==> src/rtl/chain_dma_pkg.sv <==
package chain_dma_pkg;
  // register byte offsets (software-visible layout)
  localparam int OFF_GCTL = 'h00;
  localparam int OFF_IEN  = 'h04;
  localparam int OFF_IST  = 'h08;
  localparam int OFF_HEAD = 'h0C;
  localparam int OFF_RES  = 'h10;
  localparam int OFF_DADR = 'h14;
  localparam int OFF_BRCH = 'h18;
  localparam int OFF_CUR  = 'h1C;
  localparam int OFF_CCR  = 'h20;

  // bit positions decoded by software and by descriptors
  localparam int GCTL_EN_BIT   = 0;
  localparam int GCTL_SRST_BIT = 8;
  localparam int CCR_RUN_BIT   = 7;
  localparam int CCR_DIR_BIT   = 22;
  localparam int FL_FMT_BIT    = 30;
  localparam int FL_FIN_BIT    = 31;

  // outcome codes
  localparam logic [3:0] EV_NONE  = 4'h0;
  localparam logic [3:0] EV_DESC  = 4'h3;
  localparam logic [3:0] EV_DATA  = 4'h4;
  localparam logic [3:0] EV_EARLY = 4'h5;
  localparam logic [3:0] EV_OK    = 4'hF;

  typedef enum logic [2:0] {
    S_IDLE, S_FETCH, S_RD, S_PUSH, S_PULL, S_WR, S_NEXT
  } walk_state_t;
endpackage

==> src/rtl/cdma_walker.sv <==
module cdma_walker
  import chain_dma_pkg::*;
#(
  parameter int AW = 32,
  parameter int DW = 32,
  parameter int CW = 16
) (
  input  logic          clk,
  input  logic          rst_n,
  input  logic          abort,
  input  logic          start,
  input  logic          to_mem,
  input  logic [AW-1:0] head,
  output logic          busy,
  output logic          done,
  output logic [3:0]    ev,
  output logic [CW-1:0] resid,
  output logic [AW-1:0] daddr,
  output logic [AW-1:0] branch,
  output logic [AW-1:0] cur,
  output logic          mem_req,
  output logic          mem_we,
  output logic [AW-1:0] mem_addr,
  output logic [DW-1:0] mem_wdata,
  input  logic [DW-1:0] mem_rdata,
  input  logic          mem_ready,
  input  logic          mem_err,
  output logic          tx_valid,
  input  logic          tx_ready,
  output logic [DW-1:0] tx_data,
  input  logic          rx_valid,
  output logic          rx_ready,
  input  logic [DW-1:0] rx_data,
  input  logic          rx_last
);
  localparam int BPW = DW / 8;
  localparam logic [CW-1:0] STEP = CW'(BPW);
  localparam logic [AW-1:0] ASTEP = AW'(BPW);

  walk_state_t st;
  logic [1:0]    widx;
  logic          fin, fmt, rlast;
  logic [DW-1:0] word;
  logic          tail;
  logic [CW-1:0] resid_nx;

  assign tail     = (resid <= STEP);
  assign resid_nx = tail ? '0 : resid - STEP;
  assign busy     = (st != S_IDLE);

  assign mem_req   = (st == S_FETCH) || (st == S_RD) || (st == S_WR);
  assign mem_we    = (st == S_WR);
  assign mem_addr  = (st == S_FETCH) ? cur + AW'({widx, 2'b00}) : daddr;
  assign mem_wdata = word;
  assign tx_valid  = (st == S_PUSH);
  assign tx_data   = word;
  assign rx_ready  = (st == S_PULL);

  always_ff @(posedge clk or negedge rst_n) begin
    if (!rst_n) begin
      st <= S_IDLE; widx <= '0; fin <= 1'b0; fmt <= 1'b0; rlast <= 1'b0;
      word <= '0; ev <= EV_NONE; done <= 1'b0;
      resid <= '0; daddr <= '0; branch <= '0; cur <= '0;
    end else if (abort) begin
      st <= S_IDLE; widx <= '0; fin <= 1'b0; fmt <= 1'b0; rlast <= 1'b0;
      word <= '0; ev <= EV_NONE; done <= 1'b0;
      resid <= '0; daddr <= '0; branch <= '0; cur <= '0;
    end else begin
      done <= 1'b0;
      case (st)
        S_IDLE: if (start) begin
          cur <= head; widx <= '0; ev <= EV_NONE; st <= S_FETCH;
        end
        S_FETCH: if (mem_ready) begin
          if (mem_err) begin
            ev <= EV_DESC; done <= 1'b1; st <= S_IDLE;
          end else begin
            widx <= widx + 2'd1;
            case (widx)
              2'd0: begin
                resid <= mem_rdata[CW-1:0];
                fin   <= mem_rdata[FL_FIN_BIT];
                fmt   <= mem_rdata[FL_FMT_BIT];
              end
              2'd1: daddr  <= mem_rdata[AW-1:0];
              2'd2: branch <= mem_rdata[AW-1:0];
              default: begin
                if (!fmt) begin
                  ev <= EV_DESC; done <= 1'b1; st <= S_IDLE;
                end else if (resid == '0) st <= S_NEXT;
                else st <= to_mem ? S_PULL : S_RD;
              end
            endcase
          end
        end
        S_RD: if (mem_ready) begin
          if (mem_err) begin
            ev <= EV_DATA; done <= 1'b1; st <= S_IDLE;
          end else begin
            word <= mem_rdata; st <= S_PUSH;
          end
        end
        S_PUSH: if (tx_ready) begin
          daddr <= daddr + ASTEP; resid <= resid_nx;
          st <= tail ? S_NEXT : S_RD;
        end
        S_PULL: if (rx_valid) begin
          word <= rx_data; rlast <= rx_last; st <= S_WR;
        end
        S_WR: if (mem_ready) begin
          if (mem_err) begin
            ev <= EV_DATA; done <= 1'b1; st <= S_IDLE;
          end else begin
            daddr <= daddr + ASTEP; resid <= resid_nx;
            if (rlast && !(tail && fin)) begin
              ev <= EV_EARLY; done <= 1'b1; st <= S_IDLE;
            end else st <= tail ? S_NEXT : S_PULL;
          end
        end
        S_NEXT: begin
          if (fin) begin
            ev <= EV_OK; done <= 1'b1; st <= S_IDLE;
          end else begin
            cur <= branch; widx <= '0; st <= S_FETCH;
          end
        end
        default: st <= S_IDLE;
      endcase
    end
  end


  mem_hold_chk: assert property (@(posedge clk) disable iff (!rst_n || abort)
    (mem_req && !mem_ready) |=> (mem_req && $stable(mem_addr) && $stable(mem_we)));


  tx_hold_chk: assert property (@(posedge clk) disable iff (!rst_n || abort)
    (tx_valid && !tx_ready) |=> (tx_valid && $stable(tx_data)));


  done_code_chk: assert property (@(posedge clk) disable iff (!rst_n)
    done |-> (ev == EV_OK || ev == EV_DESC || ev == EV_DATA || ev == EV_EARLY));


  one_dir_chk: assert property (@(posedge clk) disable iff (!rst_n)
    $onehot0({tx_valid, rx_ready, mem_req}));
endmodule

==> src/rtl/cdma_regs.sv <==
module cdma_regs
  import chain_dma_pkg::*;
#(
  parameter int RW = 6,
  parameter int AW = 32,
  parameter int CW = 16
) (
  input  logic          clk,
  input  logic          rst_n,
  input  logic [RW-1:0] reg_addr,
  input  logic          reg_we,
  input  logic [31:0]   reg_wdata,
  output logic [31:0]   reg_rdata,
  output logic          irq,
  output logic          abort,
  output logic          start,
  output logic          to_mem,
  output logic [AW-1:0] head,
  input  logic          busy,
  input  logic          done,
  input  logic [3:0]    ev,
  input  logic [CW-1:0] resid,
  input  logic [AW-1:0] daddr,
  input  logic [AW-1:0] branch,
  input  logic [AW-1:0] cur
);
  logic en, ien, ist;
  logic wr_gctl, wr_ccr, wr_ist;

  assign wr_gctl = reg_we && (reg_addr == RW'(OFF_GCTL));
  assign wr_ccr  = reg_we && (reg_addr == RW'(OFF_CCR));
  assign wr_ist  = reg_we && (reg_addr == RW'(OFF_IST));
  assign abort   = wr_gctl && reg_wdata[GCTL_SRST_BIT];
  assign start   = wr_ccr && reg_wdata[CCR_RUN_BIT] && en && !busy;
  assign irq     = ist && ien;

  always_ff @(posedge clk or negedge rst_n) begin
    if (!rst_n) begin
      en <= 1'b0; ien <= 1'b0; ist <= 1'b0; to_mem <= 1'b0; head <= '0;
    end else if (abort) begin
      en <= 1'b0; ien <= 1'b0; ist <= 1'b0; to_mem <= 1'b0; head <= '0;
    end else begin
      if (wr_gctl) en <= reg_wdata[GCTL_EN_BIT];
      if (reg_we && reg_addr == RW'(OFF_IEN)) ien <= reg_wdata[0];
      if (reg_we && reg_addr == RW'(OFF_HEAD)) head <= reg_wdata[AW-1:0];
      if (wr_ccr && !busy) to_mem <= reg_wdata[CCR_DIR_BIT];
      if (done) ist <= 1'b1;
      else if (wr_ist && reg_wdata[0]) ist <= 1'b0;
    end
  end

  always_comb begin
    reg_rdata = '0;
    case (reg_addr)
      RW'(OFF_GCTL): reg_rdata[GCTL_EN_BIT] = en;
      RW'(OFF_IEN):  reg_rdata[0] = ien;
      RW'(OFF_IST):  reg_rdata[0] = ist;
      RW'(OFF_HEAD): reg_rdata = 32'(head);
      RW'(OFF_RES):  reg_rdata = 32'(resid);
      RW'(OFF_DADR): reg_rdata = 32'(daddr);
      RW'(OFF_BRCH): reg_rdata = 32'(branch);
      RW'(OFF_CUR):  reg_rdata = 32'(cur);
      RW'(OFF_CCR): begin
        reg_rdata[3:0]         = ev;
        reg_rdata[CCR_RUN_BIT] = busy;
        reg_rdata[CCR_DIR_BIT] = to_mem;
      end
      default: reg_rdata = '0;
    endcase
  end


  start_gate_chk: assert property (@(posedge clk) disable iff (!rst_n)
    $rose(busy) |-> $past(en));


  ist_set_chk: assert property (@(posedge clk) disable iff (!rst_n || abort)
    done |=> ist);
endmodule

==> src/rtl/chain_dma.sv <==
module chain_dma
  import chain_dma_pkg::*;
#(
  parameter int RW = 6,
  parameter int AW = 32,
  parameter int DW = 32,
  parameter int CW = 16
) (
  input  logic          clk,
  input  logic          rst_n,
  input  logic [RW-1:0] reg_addr,
  input  logic          reg_we,
  input  logic [31:0]   reg_wdata,
  output logic [31:0]   reg_rdata,
  output logic          irq,
  output logic          mem_req,
  output logic          mem_we,
  output logic [AW-1:0] mem_addr,
  output logic [DW-1:0] mem_wdata,
  input  logic [DW-1:0] mem_rdata,
  input  logic          mem_ready,
  input  logic          mem_err,
  output logic          tx_valid,
  input  logic          tx_ready,
  output logic [DW-1:0] tx_data,
  input  logic          rx_valid,
  output logic          rx_ready,
  input  logic [DW-1:0] rx_data,
  input  logic          rx_last
);
  logic          abort, start, to_mem, busy, done;
  logic [3:0]    ev;
  logic [AW-1:0] head, daddr, branch, cur;
  logic [CW-1:0] resid;

  cdma_regs #(.RW(RW), .AW(AW), .CW(CW)) u_regs (
    .clk, .rst_n, .reg_addr, .reg_we, .reg_wdata, .reg_rdata, .irq,
    .abort, .start, .to_mem, .head, .busy, .done, .ev,
    .resid, .daddr, .branch, .cur
  );

  cdma_walker #(.AW(AW), .DW(DW), .CW(CW)) u_walk (
    .clk, .rst_n, .abort, .start, .to_mem, .head, .busy, .done, .ev,
    .resid, .daddr, .branch, .cur,
    .mem_req, .mem_we, .mem_addr, .mem_wdata, .mem_rdata, .mem_ready, .mem_err,
    .tx_valid, .tx_ready, .tx_data, .rx_valid, .rx_ready, .rx_data, .rx_last
  );
endmodule

==> config.mk <==
export PLATFORM = sky130hd
export DESIGN_NAME = chain_dma
export DESIGN_NICKNAME = d
export VERILOG_FILES = /design/src/rtl/chain_dma_pkg.sv /design/src/rtl/cdma_walker.sv /design/src/rtl/cdma_regs.sv /design/src/rtl/chain_dma.sv
export SDC_FILE = /design/constraint.sdc
export NUM_CORES = 1
export LEC_CHECK = 0
export BUFFER_PORTS_ARGS = -buffer_cell sky130_fd_sc_hd__buf_2
export CAP_MARGIN = 10
export CORE_MARGIN = 2
export CORE_UTILIZATION = 30
export DETAILED_ROUTE_END_ITERATION = 10
export MAX_ROUTING_LAYER = met4
export SLEW_MARGIN = 20
export SYNTH_ARGS = -nofsm -noshare
export SYNTH_HDL_FRONTEND = slang
export SYNTH_SLANG_ARGS = --single-unit
==> constraint.sdc <==
create_clock -name clk -period 4.6 [get_ports clk]
set_input_delay 0.23 -clock clk [delete_from_list [all_inputs] [get_ports clk]]
set_output_delay 0.23 -clock clk [all_outputs]
set_load 0.02 [all_outputs]
# [Word level (Yosys, flattened, before mapping)]
# Cells that the tools add are included.
[totals] ff_bits=193 inputBits=110 out_inout_bits=133
[classes] addsub=4 magnitude_cmp=1 eq_ne=34 n_mux=113 reduce_logical=50
[op_table] op="32-bit two-way mux" count=22
[op_table] op="16-bit two-way mux" count=8
[op_table] op="32-bit case mux with 2 select lines" count=2
[op_table] op="32-bit case mux with 3 select lines" count=1
[op_table] op="14-bit case mux with 5 select lines" count=1
[op_table] op="4-bit two-way mux" count=12
[op_table] op="16-bit case mux with 3 select lines" count=1
[op_table] op="3-bit two-way mux" count=15
[op_table] op="9-bit case mux with 4 select lines" count=1
[op_table] op="1-bit two-way mux" count=34
[op_table] op="32-bit by 3-bit adder with 32-bit output (second input constant)" count=1
[op_table] op="32-bit by 4-bit adder with 32-bit output" count=1
[op_table] op="3-bit != test (second input constant)" count=9
[op_table] op="6-bit by 5-bit == test with 1-bit output (second input constant)" count=4
[op_table] op="3-bit case mux with 7 select lines" count=1
[op_table] op="7-bit AND reduction" count=3
[op_table] op="4-bit case mux with 5 select lines" count=1
[op_table] op="2-bit nonzero test" count=10
[op_table] op="3-bit case mux with 6 select lines" count=1
[op_table] op="16-bit by 3-bit less-or-equal comparator with 1-bit output (second input constant)" count=1
[op_table] op="16-bit logical NOT" count=1
[op_table] op="16-bit by 3-bit subtractor with 16-bit output (second input constant)" count=1
[op_table] op="3-bit case mux with 5 select lines" count=1
[op_table] op="1-bit logical AND" count=14
[op_table] op="other kinds (34)" count=56

# [Longest topological paths before layout]
[logic_depth] ltp_word=9 mapped_depth=9

# [Cells and area by module]
# Synthesis repeated with hierarchy kept, for this count alone.
[unflattened] hier_cells=1454 hier_area_um2=12127.9
[modules_own_cells] module="cdma_walker" instances=1 cells_per_inst=1153 area_each_um2=9675.5 seq_area_each_um2=3928.8
[modules_own_cells] module="cdma_regs" instances=1 cells_per_inst=301 area_each_um2=2452.4 seq_area_each_um2=900.9

# [Worst setup path before layout]
# No wires, ideal clock.
[synth_timing] kind="register -> output" startpoint="reg u_walk.widx[0]" endpoint="out mem_addr[28]" t_arrival_ns=2.286 path_slack_ns=2.084 path_stages_with_launch=9 n_path_buf=1 path_cell_list="dfrtp_1 > ha_1 > inv_1 > fa_1 > nor2_1 > buf_1 > nand4_1 > xor2_1 > o21ai_0"
[synth_via] elab_chain_len=2
[synth_lines] item="from (decl)" line="cdma_walker.sv:41" rtl="logic [1:0] widx;"
[synth_lines] item="from (signal assigned)" line="cdma_walker.sv:78" rtl="widx <= widx + 2'd1;"
[synth_lines] item="32-bit by 4-bit adder with 32-bit output" line="cdma_walker.sv:53" rtl="assign mem_addr = (st == S_FETCH) ? cur + AW'({widx, 2'b00}) : daddr;"
[synth_lines] item="32-bit two-way mux" line="cdma_walker.sv:53"
[synth_lines] item="to (decl)" line="chain_dma.sv:18" rtl="output logic [AW-1:0] mem_addr,"
# Every way passes these cells.

# [Final worst setup path]
[layout_timing] startpoint="reg u_walk.widx[0]" endpoint="out mem_addr[14]"
# The elaborated chain is that of the path after synthesis.

==> results.txt <==
- Status: finished clean
- Gate count of the mapped netlist: about 1500
- Final-report max-slew violation count: 0
- Gates resized during post-CTS repair numbered 0.
- The first detailed-routing pass ran for 5 iterations.
- Origin of the worst min-delay path: reg_wdata[23]
* Critical register-to-register path startpoint: u_walk.st[2]
- In this run the worst hold path is classified as in -> reg.
* Post-layout util: between 30% and 40%
- The count of cells in the finished layout, fillers not included, comes to ~2200.
- The mapped netlist covers 12300 sq um.
* Power per standard cell area: between 500 and 600 nW/um^2
* TritonCTS clock tree: done
* Root buffer cell: clkbuf_16
- The die covers approximately 43000 sq um.
- Counting the buffers created by CTS gives 17.
- CP Class: reg -> out
- The first global-routing pass estimated about 69000 microns of wire.
* CP required: between 4 and 5 ns
- For this run, design rule violations remaining after detail routing come to 0.
- Clock Latency Late Sink: roughly 0.46 ns
* Top-level I/O count: 243
- Across all register-to-register paths, the minimum setup slack is between 1.5 and 2 ns.
* Post-Place Cells: around 2100
* Number of DRC markers after the initial detailed-route iteration: 1328
- Initial Utilization: between 30% and 40%
- Part of the Yosys area used for sequential elements: around 39%
- In this run, synthesis inferred 0 flip-flops with an integrated enable.
- Detailed placement finished with a half-perimeter wire length of 33300 microns.
- H-Tree Level Count: 4
- The final number of hold-violating endpoints came to 0.
* Register cell area after layout: a little under 5000 sq um
- For hold timing, the worst endpoint is u_regs.head[23].
* Area grow syn2layout: 18.6%
- Floorplan die height: between 200 and 250 microns
- Synth Register Bits: 193
* Nets in the synthesized netlist: 1624
- Worst hold path depth: 3
* Setup_tns: 0 ns
- Number of fill cells in the layout: roughly 4300
- Final Power: about 8.8 mW
- Global-route usage over all layers: about 22%
* Via count normalized by instance count: ~5.5
- Total Wirelength: between 40000 and 50000 microns
- STA classifies the critical path endpoint as an output port.
- For this run, the leading register cell type out of synthesis is dfrtp_1.
* Mean Syn Cell Area: between 8 and 9 sq um
- Of all flip-flops after synthesis, the portion carrying an async set or reset was 100%.
* TritonCTS sink count: between 150 and 200
* Highest fanout seen on the critical path: 12
- Setup repair after global routing left no endpoint under its margin.
* GP Congestion: between 0.9 and 1
- Timing would allow up to 273 MHz.
- Hold_ws: roughly 0.0088 ns
- Across the VDD grid, the largest voltage drop is between 0.3 and 0.4 mV.
- Largest net degree at the start of global routing: about 140
- Data on the critical path arrives at its endpoint at ~3.4 ns.
- X dimension of the die: just over 200 microns
- The net count of the finished layout is between 1500 and 2000.
* Area inside the core boundary: between 40000 and 50000 sq um
- Setup violations remaining at the end of the flow were counted as 0.
- Counting I/O delays and the setup requirement, the final critical path takes between 3 and 4 ns.
- Number of I/O port buffers: roughly 240
- Clock skew on the completed layout was measured at around 0.014 ns.
- The count of nets left with antenna violations once routing finished came out at 0.
* RR Endpoint: u_walk.daddr[29]
* Worst-margin pin slew: ~1.2 ns
- After floorplanning, the core was divided into 74 placement rows.
- The total overflow left after global routing is 0.
- Number of cells on the worst reg-to-reg path: 5
- Register clock-pin slew on the reported worst setup and hold paths: 0.07 ns
* Multi-input combinational cell area: ~6800 sq um
- Of the cells placed in the final design, the portion with a size suffix greater than 1 is between 20% and 30%.
* Max-cap violations: 0
- STA classifies the critical path startpoint as a flop.
- The number of global-route vias before repair is 11078.
- The worst pin sits at a relative slew slack of 23.2%.
- The longest clock path from root to sink contains 2 buffers.
- After detailed routing, the average wire length per cell comes to between 20 and 25 microns.
* Via total after detailed routing: ~12000
- The number of different library cells used by synthesis comes to 80.
* LEAKAGE: approximately 6.5 nW
- Number of antenna violations at the first check in global routing: 1
- Yosys printed 0 warnings.
- Final Cycle Share: a little under 80%
[timing repair]
action | 4_1_cts | 5_1_grt
buffers inserted | 0 | 0
endpoints found under the hold margin | 127 | 0
hold buffers | 26 | 0
[registers in the layout (all words and copies together), names as in the netlist, 2 cells and up]
register and count:
u_walk.branch 32, u_walk.resid 16, u_walk.cur 32, u_walk.ev 4, u_walk.st 3, u_walk.widx 2
u_walk.mem_wdata 32, u_walk.daddr 32, u_regs.head 32
[metal layers]
metal / track usage [%] / share of wire (%)
met1: 31.5 / 46
met2: 31.7 / 43
met3: 2.65 / 7.6
met4: 7.40 / 2.7
met5: - / 0
[report_power, final]
| group | leakage (nW) | switching (mW) | internal, mW |
|---|---|---|---|
| combinational | 3.69 | 2.25 | 1.42 |
| sequential | 2.50 | 1.06 | 2.35 |
| clock | 0.314 | 0.710 | 0.981 |
| total | 6.50 | 4.02 | 4.75 |
[placed cells by master (no fill, tap or decap), types with 5 or more instances in the layout]
cell,count
mux2_2,34
nand2_1,331
dlygate4sd3_1,26
a211oi_1,9
xnor2_1,6
inv_1,16
nor3b_1,5
nor2_1,74
a21o_1,13
dfrtp_1,193
mux2i_1,56
buf_2,241
buf_4,17
nor3_1,22
xor2_1,25
o31ai_1,41
clkbuf_16,17
and2_1,12
a31oi_1,6
or3_1,6
a21boi_0,6
nand2b_1,8
a21oi_1,123
bufinv_16,5
o22a_1,5
nand3b_1,8
nor2b_1,5
and3_1,11
o21ai_0,106
a22oi_1,50
o21a_1,5
a22o_1,9
ha_1,9
o211a_1,5
nor4_1,5
nand3_1,42
o211ai_1,7
nand4_1,31
[cell families after synthesis]
kind of cell / Yosys count / share of synthesized area [%]
fa+ha+maj: 10 / 1.07
simple gates: 587 / 21.6
flops: 193 / 39.1
mux: 91 / 7.74
xor+xnor: 31 / 2.20
buf+inv: 166 / 6.38
compound gates: 426 / 21.9
[synthesized netlist by cell type (all sizes together), types with 9 or more instances]
master | number | area [sq um]
ha | 9 | 113
clkbuf | 87 | 328
a22o | 9 | 78.8
nor2 | 76 | 288
dfrtp | 193 | 4830
buf | 62 | 395
and3 | 11 | 68.8
o21ai | 108 | 552
nor3 | 24 | 125
a211oi | 9 | 67.6
a22oi | 50 | 375
mux2i | 56 | 561
inv | 17 | 63.8
a21o | 13 | 97.6
nand4 | 31 | 194
mux2 | 35 | 394
a21oi | 124 | 624
xor2 | 25 | 219
o31ai | 41 | 308
nand3 | 42 | 210
nand2 | 333 | 1250
and2 | 13 | 81.3
[metrics by stage]
step / setup WS (ns) / area [sq um]
after floorplan: 2.08 / 12300
after global placement: 1.43 / 13700
after detailed placement: 1.52 / 13700
after CTS: 1.01 / 14600
after global routing: 0.852 / 14600
final: 0.939 / 14600
[worst max path at each step]
| stage | from | end | slack (ns) |
|---|---|---|---|
| 2_1_floorplan | u_walk.widx[0] | mem_addr[28] | 2.08 |
| 3_3_place_gp | u_walk.st[0] | u_walk.branch[16] | 1.43 |
| 3_5_place_dp | u_walk.widx[0] | mem_addr[14] | 1.52 |
| 4_1_cts | u_walk.widx[0] | mem_addr[14] | 1.01 |
| 5_1_grt | u_walk.widx[0] | mem_addr[14] | 0.85 |
| 6_report | u_walk.widx[0] | mem_addr[14] | 0.94 |
[worst max-delay path: stages, from the launching register on]
cell and delay [ns]:
dfrtp_1 0.45, ha_1 0.21, inv_1 0.07, fa_1 0.47
nor2_1 0.84, nand2_1 0.15, xor2_1 0.18, o21ai_0 0.35
buf_2 0.25
[final cells by class]
| type | instances | share of cell area, % |
|---|---|---|
| sequential | 193 | 33.0 |
| antenna | 1 | 0.0171 |
| inverter | 17 | 0.436 |
| tap | 532 | 4.55 |
| clock buffer | 19 | 3.03 |
| clock inverter | 12 | 1.38 |
| timing repair buffer | 288 | 11.4 |
| multi-input combinational | 1145 | 46.2 |
Note: power is estimated with default switching activity, not from simulation.
